## config.mk

```make
export PLATFORM = sky130hd
export DESIGN_NAME = mesh_router
export DESIGN_NICKNAME = d
export VERILOG_FILES = /design/src/rtl/mesh_pkg.sv /design/src/rtl/mesh_fifo.sv /design/src/rtl/mesh_route.sv /design/src/rtl/mesh_rr_arb.sv /design/src/rtl/mesh_router.sv
export SDC_FILE = /design/constraint.sdc
export NUM_CORES = 1
export LEC_CHECK = 0
export ABC_AREA = 1
export BUFFER_PORTS_ARGS = -buffer_cell sky130_fd_sc_hd__buf_2
export CAP_MARGIN = 40
export CORE_MARGIN = 2
export CORE_UTILIZATION = 35
export CTS_BUF_LIST = sky130_fd_sc_hd__clkbuf_4 sky130_fd_sc_hd__clkbuf_8 sky130_fd_sc_hd__clkbuf_16
export DETAILED_ROUTE_END_ITERATION = 12
export PLACE_DENSITY = 0.56
export SETUP_SLACK_MARGIN = 0.1
export SYNTH_ARGS = -nofsm -noshare
export SYNTH_HDL_FRONTEND = slang
export SYNTH_SLANG_ARGS = --single-unit
export TNS_END_PERCENT = 5
```

## constraint.sdc

```tcl
create_clock -name clk_i -period 4.72 [get_ports clk_i]
set_input_delay 0.236 -clock clk_i [delete_from_list [all_inputs] [get_ports clk_i]]
set_output_delay 0.236 -clock clk_i [all_outputs]
set_load 0.01 [all_outputs]
```

## src/rtl/mesh_pkg.sv

```systemverilog
package mesh_pkg;
  localparam int NUM_PORTS = 5;

  typedef enum logic [2:0] {
    PORT_N = 3'd0,
    PORT_E = 3'd1,
    PORT_W = 3'd2,
    PORT_S = 3'd3,
    PORT_L = 3'd4
  } port_e;
endpackage

```

## src/rtl/mesh_fifo.sv

```systemverilog
module mesh_fifo #(
  parameter int W     = 12,
  parameter int DEPTH = 4
) (
  input  logic         clk_i,
  input  logic         rst_ni,
  input  logic         push_i,
  input  logic [W-1:0] data_i,
  output logic         full_o,
  input  logic         pop_i,
  output logic         valid_o,
  output logic [W-1:0] data_o
);
  localparam int AW = (DEPTH > 1) ? $clog2(DEPTH) : 1;
  localparam int CW = $clog2(DEPTH + 1);

  logic [W-1:0]  mem [DEPTH];
  logic [AW-1:0] wr_q, rd_q;
  logic [CW-1:0] cnt_q;
  logic          push_ok, pop_ok;

  assign full_o  = (cnt_q == CW'(DEPTH));
  assign valid_o = (cnt_q != '0);
  assign data_o  = mem[rd_q];
  assign push_ok = push_i && !full_o;
  assign pop_ok  = pop_i && valid_o;

  function automatic logic [AW-1:0] bump(input logic [AW-1:0] p);
    return (p == AW'(DEPTH - 1)) ? '0 : p + 1'b1;
  endfunction

  always_ff @(posedge clk_i or negedge rst_ni) begin
    if (!rst_ni) begin
      wr_q  <= '0;
      rd_q  <= '0;
      cnt_q <= '0;
    end else begin
      if (push_ok) wr_q <= bump(wr_q);
      if (pop_ok)  rd_q <= bump(rd_q);
      case ({push_ok, pop_ok})
        2'b10:   cnt_q <= cnt_q + 1'b1;
        2'b01:   cnt_q <= cnt_q - 1'b1;
        default: cnt_q <= cnt_q;
      endcase
    end
  end

  always_ff @(posedge clk_i) begin
    if (push_ok) mem[wr_q] <= data_i;
  end


  no_underflow_chk: assert property (@(posedge clk_i) disable iff (!rst_ni)
    pop_i |-> valid_o);


  full_hold_chk: assert property (@(posedge clk_i) disable iff (!rst_ni)
    (full_o && !pop_i) |=> full_o);
endmodule

```

## src/rtl/mesh_route.sv

```systemverilog
module mesh_route
  import mesh_pkg::*;
#(
  parameter int X_W  = 2,
  parameter int Y_W  = 2,
  parameter int MY_X = 1,
  parameter int MY_Y = 1
) (
  input  logic [X_W-1:0] dst_x_i,
  input  logic [Y_W-1:0] dst_y_i,
  output port_e          dir_o
);
  localparam logic [X_W-1:0] OWN_X = X_W'(MY_X);
  localparam logic [Y_W-1:0] OWN_Y = Y_W'(MY_Y);

  // X resolved first, Y only once the column matches
  always_comb begin
    if (dst_x_i > OWN_X)      dir_o = PORT_E;
    else if (dst_x_i < OWN_X) dir_o = PORT_W;
    else if (dst_y_i > OWN_Y) dir_o = PORT_S;
    else if (dst_y_i < OWN_Y) dir_o = PORT_N;
    else                      dir_o = PORT_L;
  end
endmodule

```

## src/rtl/mesh_rr_arb.sv

```systemverilog
module mesh_rr_arb #(
  parameter int N = 5
) (
  input  logic         clk_i,
  input  logic         rst_ni,
  input  logic [N-1:0] req_i,
  input  logic         adv_i,
  output logic [N-1:0] gnt_o
);
  localparam int PW = (N > 1) ? $clog2(N) : 1;

  logic [PW-1:0] ptr_q, win;
  logic          found;
  int            idx;

  always_comb begin
    gnt_o = '0;
    win   = '0;
    found = 1'b0;
    idx   = 0;
    for (int k = 0; k < N; k++) begin
      idx = int'(ptr_q) + k;
      if (idx >= N) idx = idx - N;
      if (!found && req_i[idx]) begin
        found      = 1'b1;
        gnt_o[idx] = 1'b1;
        win        = PW'(idx);
      end
    end
  end

  always_ff @(posedge clk_i or negedge rst_ni) begin
    if (!rst_ni)    ptr_q <= '0;
    else if (adv_i) ptr_q <= (win == PW'(N - 1)) ? '0 : win + 1'b1;
  end


  grant_onehot_chk: assert property (@(posedge clk_i) disable iff (!rst_ni)
    $onehot0(gnt_o));


  grant_req_chk: assert property (@(posedge clk_i) disable iff (!rst_ni)
    (gnt_o & ~req_i) == '0);


  adv_req_chk: assert property (@(posedge clk_i) disable iff (!rst_ni)
    adv_i |-> (req_i != '0));
endmodule

```

## src/rtl/mesh_router.sv

```systemverilog
module mesh_router
  import mesh_pkg::*;
#(
  parameter int X_W        = 2,
  parameter int Y_W        = 2,
  parameter int DATA_W     = 8,
  parameter int FIFO_DEPTH = 4,
  parameter int MY_X       = 1,
  parameter int MY_Y       = 1,
  parameter int FW         = X_W + Y_W + DATA_W
) (
  input  logic                      clk_i,
  input  logic                      rst_ni,
  input  logic [NUM_PORTS-1:0]      in_valid_i,
  input  logic [NUM_PORTS*FW-1:0]   in_flit_i,
  output logic [NUM_PORTS-1:0]      in_ready_o,
  output logic [NUM_PORTS-1:0]      out_valid_o,
  output logic [NUM_PORTS*FW-1:0]   out_flit_o,
  input  logic [NUM_PORTS-1:0]      out_ready_i
);
  localparam int NP    = NUM_PORTS;
  localparam int LOCAL = int'(PORT_L);

  logic [FW-1:0]   head_flit [NP];
  logic [NP-1:0]   head_vld;
  port_e           head_dir  [NP];
  logic [NP-1:0]   pop;
  logic [NP-1:0]   req       [NP];
  logic [NP-1:0]   gnt       [NP];
  logic [NP-1:0]   gnt_col   [NP];
  logic [FW-1:0]   out_flit  [NP];
  logic [NP-1:0]   xfer;

  for (genvar i = 0; i < NP; i++) begin : g_in
    if (i != LOCAL) begin : g_buf
      logic full;
      mesh_fifo #(.W(FW), .DEPTH(FIFO_DEPTH)) u_fifo (
        .clk_i   (clk_i),
        .rst_ni  (rst_ni),
        .push_i  (in_valid_i[i]),
        .data_i  (in_flit_i[i*FW +: FW]),
        .full_o  (full),
        .pop_i   (pop[i]),
        .valid_o (head_vld[i]),
        .data_o  (head_flit[i])
      );
      assign in_ready_o[i] = !full;
    end else begin : g_direct
      assign head_vld[i]   = in_valid_i[i];
      assign head_flit[i]  = in_flit_i[i*FW +: FW];
      assign in_ready_o[i] = pop[i];
    end

    mesh_route #(.X_W(X_W), .Y_W(Y_W), .MY_X(MY_X), .MY_Y(MY_Y)) u_route (
      .dst_x_i (head_flit[i][FW-1 -: X_W]),
      .dst_y_i (head_flit[i][FW-X_W-1 -: Y_W]),
      .dir_o   (head_dir[i])
    );
  end

  always_comb begin
    for (int o = 0; o < NP; o++)
      for (int i = 0; i < NP; i++)
        req[o][i] = head_vld[i] && (head_dir[i] == port_e'(o));
  end

  for (genvar o = 0; o < NP; o++) begin : g_out
    assign out_valid_o[o] = |req[o];
    assign xfer[o]        = out_valid_o[o] && out_ready_i[o];

    mesh_rr_arb #(.N(NP)) u_arb (
      .clk_i  (clk_i),
      .rst_ni (rst_ni),
      .req_i  (req[o]),
      .adv_i  (xfer[o]),
      .gnt_o  (gnt[o])
    );

    // R8 (sender keeps valid until ready, as the handshake requires)
    stall_hold_chk: assert property (@(posedge clk_i) disable iff (!rst_ni)
      (out_valid_o[o] && !out_ready_i[o]) |=> out_valid_o[o]);
  end

  // crossbar: granted head onto each output
  always_comb begin
    for (int o = 0; o < NP; o++) begin
      out_flit[o] = '0;
      for (int i = 0; i < NP; i++)
        if (gnt[o][i]) out_flit[o] = head_flit[i];
      out_flit_o[o*FW +: FW] = out_flit[o];
    end
  end

  always_comb begin
    pop = '0;
    for (int i = 0; i < NP; i++) begin
      for (int o = 0; o < NP; o++) begin
        gnt_col[i][o] = gnt[o][i];
        if (gnt[o][i] && out_ready_i[o]) pop[i] = 1'b1;
      end
    end
  end

  for (genvar i = 0; i < NP; i++) begin : g_chk

    one_out_per_in_chk: assert property (@(posedge clk_i) disable iff (!rst_ni)
      $onehot0(gnt_col[i]));
  end
endmodule

```

==> flow_summary.yaml <==
drt:
  routed_wl_um: 66600
  wl_per_cell_um: 18.1
  ant_nets: 0
  vias: 19200
  drt_iter0_markers: 1345
  first_pass_iters: 8
  drc_errors: 0
  via_per_inst: 5.20
timing:
  rsz0062_at_grt: "true"
  drv_slew: 0
  hold_viol: 0
  finalSetupViolCount: 0
  finClkSkew_ps: 40.7
  whs_ps: 122
  tightest_slew_ps: 1020
  fin_tns_setup_ps: 0
  slew_headroom_pct: 31.8
  period_needed_ps: 4550
  fmax_mhz: 220
  period_share_pct: 96.4
global_routing:
  grt_first_pass_wirelength_um: 102000
  antenna_found_initial: 1
  gr-usage-met1_pct: 29.1
  overflow: 0
  grt_max_degree: 44
  grt_use_met2_pct: 35.3
  grt_pass1_vias: 18300
  grtUsageMet3_pct: 4.09
  busiest_layer: "met2"
  grtUsageTotal_pct: 21.9
min_path:
  hp-class: "input pin to flip-flop"
  min_from: "out_ready_i[3]"
run_status:
  outcome: "complete, no violations"
floorplanning:
  dieArea_um2: 58700
  die_w_um: 242
  io_pins: 142
  start_util_pct: 35.3
  core_um2: 56300
  core.rowCount: 87
  fp.dieH_um: 242
final_layout:
  nets: 3122
  syn2layout_area_growth_pct: 19.4
  layout-drive-gt1-share_pct: 19.6
  fin_cells: 3686
synthesis:
  netlist_area_um2: 19900
  avgSynthCellArea_um2: 7.52
  synth_edf_count: 192
  yosys_warnings: 0
  synthDistinctLibCells: 66
  synth.top_cell.area_share_pct: 29.0
  synth_most_common_cell: "nand2_1"
  synth_seq_area_share_pct: 34.4
  synth-seq-cells: 235
  synth_flop_cell: "edfxtp_1"
  yosys.area.top_type: "edfxtp_1"
  synth_cells: 2643
  synth_async_sr_flop_share_pct: 18.3
  synthTopCellsByArea: "edfxtp_1 29%, nand2_1 14%, ha_1 8.4%"
  ys_top_cells_by_count: "761 x nand2_1, 272 x nand3_1, 254 x inv_1, 225 x nor2_1, 192 x edfxtp_1"
critical_path:
  cp-startpoint: "g_out[1].u_arb.ptr_q[1]"
  critPathCaptureType: "output port"
  rr_endpoint: "g_in[2].g_buf.u_fifo.cnt_q[2]"
  crit_fanout: 10
  startpoint_type: "flip-flop"
  r2r-start: "g_out[4].u_arb.ptr_q[0]"
  arrival_ps: 4310
  endpoint: "out_flit_o[21]"
  required_ps: 4480
  crit_type: "flip-flop to output port"
  reg2reg_setup_slack_ps: 430
  rr_worst_depth: 22
placement:
  routabilityCongestion: 0.996
  portBuffers: 133
  dp_hpwl_um: 51600
  dpl.cell_count: 3569
clocking:
  cts_tree: "done"
  cts.sinks: 235
  clk_path_buf_depth: 3
  cts-root-buf: "clkbuf_16"
  numCtsBuffers: 28
  cts-htree-levels: 1
  insertion_delay_ps: 580
  path_clk_slew_ps: 60
run:
  maxCapViolCount: 0
[metal layers]
layer | vias up | wire (um)
li1 | 9337 | -
met5 | - | 81
met2 | 682 | 30200
met1 | 9029 | 28700
met3 | 110 | 5090
met4 | 2 | 2480
[per-stage QoR]
stage / setup slack, ps / area [um2] / util, %
2_1_floorplan: 635 / 19900 / -
3_3_place_gp: 178 / 21800 / 38.7
3_5_place_dp: 232 / 21800 / 38.7
4_1_cts: 19.7 / 23300 / 41.4
5_1_grt: 32.9 / 23700 / 42.1
6_report: 172 / 23700 / 42.1
[final cells by class]
type                            count  area [um2]
Timing Repair Buffer              291        2000
Clock inverter                     19         219
Clock buffer                       33         756
Antenna cell                        1        2.50
Fill cell                        5661       32600
Sequential cell                   235        6850
Inverter                          311        1200
Multi-Input combinational cell   2040       11700
Tap cell                          756         946
[registers in the layout, summed over array words and instances, names as in the netlist]
register                 count
g_in.g_buf.u_fifo.wr_q       8
g_in.g_buf.u_fifo.mem      192
g_in.g_buf.u_fifo.cnt_q     12
g_out.u_arb.ptr_q           15
g_in.g_buf.u_fifo.rd_q       8
[what timing repair did]
item / 4_1_cts / 5_1_grt
pin swaps: 3 / 13
gates resized for setup: 10 / 82
hold buffers: 49 / 0
setup endpoints to repair: 34 / 59
buffers inserted: 2 / 13
endpoints found under the hold margin: 235 / 0
cloned: 0 / 0
[cells by family after synthesis]
group / after synthesis / share of synthesized area, %
compound gates: 379 / 11.4
xor+xnor: 39 / 2.21
fa+ha+maj: 143 / 9.35
buf+inv: 375 / 8.17
flops: 235 / 34.4
other cells: 1 / 0.0189
simple gates: 1471 / 34.4
[placed cells by master, fill, tap and decap left out, drive strengths merged, types with 5 or more instances in the layout]
cell         count
nand2          800
inv            310
nand3          307
nor2           264
buf            242
edfxtp         192
o21ai          153
ha             134
a21oi          128
dlygate4sd3     49
dfrtp           43
nand4           42
clkbuf          33
nor3            31
xor2            29
o22ai           26
o211ai          26
a32oi           16
nand3b          11
clkinv          11
xnor2           10
fa               9
conb             8
nor4             7
a31oi            6
clkinvlp         5
o31ai            5
[worst max-delay path, stage by stage (launching register included)]
cell,delay (ps)
dfrtp_2,490
inv_4,100
ha_1,230
ha_2,410
nand2_1,140
nand3_4,180
nand2_1,120
o21ai_4,100
nand2_1,100
nand3b_1,170
nand3_1,150
nand2_1,120
nor2_4,150
nand4_1,110
nand3_1,200
buf_4,250
inv_2,60
o211ai_1,420
buf_2,220
[how the worst min path moves through the flow]
stage,endpoint,depth (start not counted)
after floorplan,g_in[0].g_buf.u_fifo.cnt_q[0],0
final,g_out[3].u_arb.ptr_q[2],4
after global routing,g_out[2].u_arb.ptr_q[0],5
after global placement,g_out[4].u_arb.ptr_q[1],2
after CTS,g_out[3].u_arb.ptr_q[2],4
after detailed placement,g_out[4].u_arb.ptr_q[1],2
Power is not shown: default switching activity piles up to over one toggle a cycle in this logic, so the estimate is an artifact.
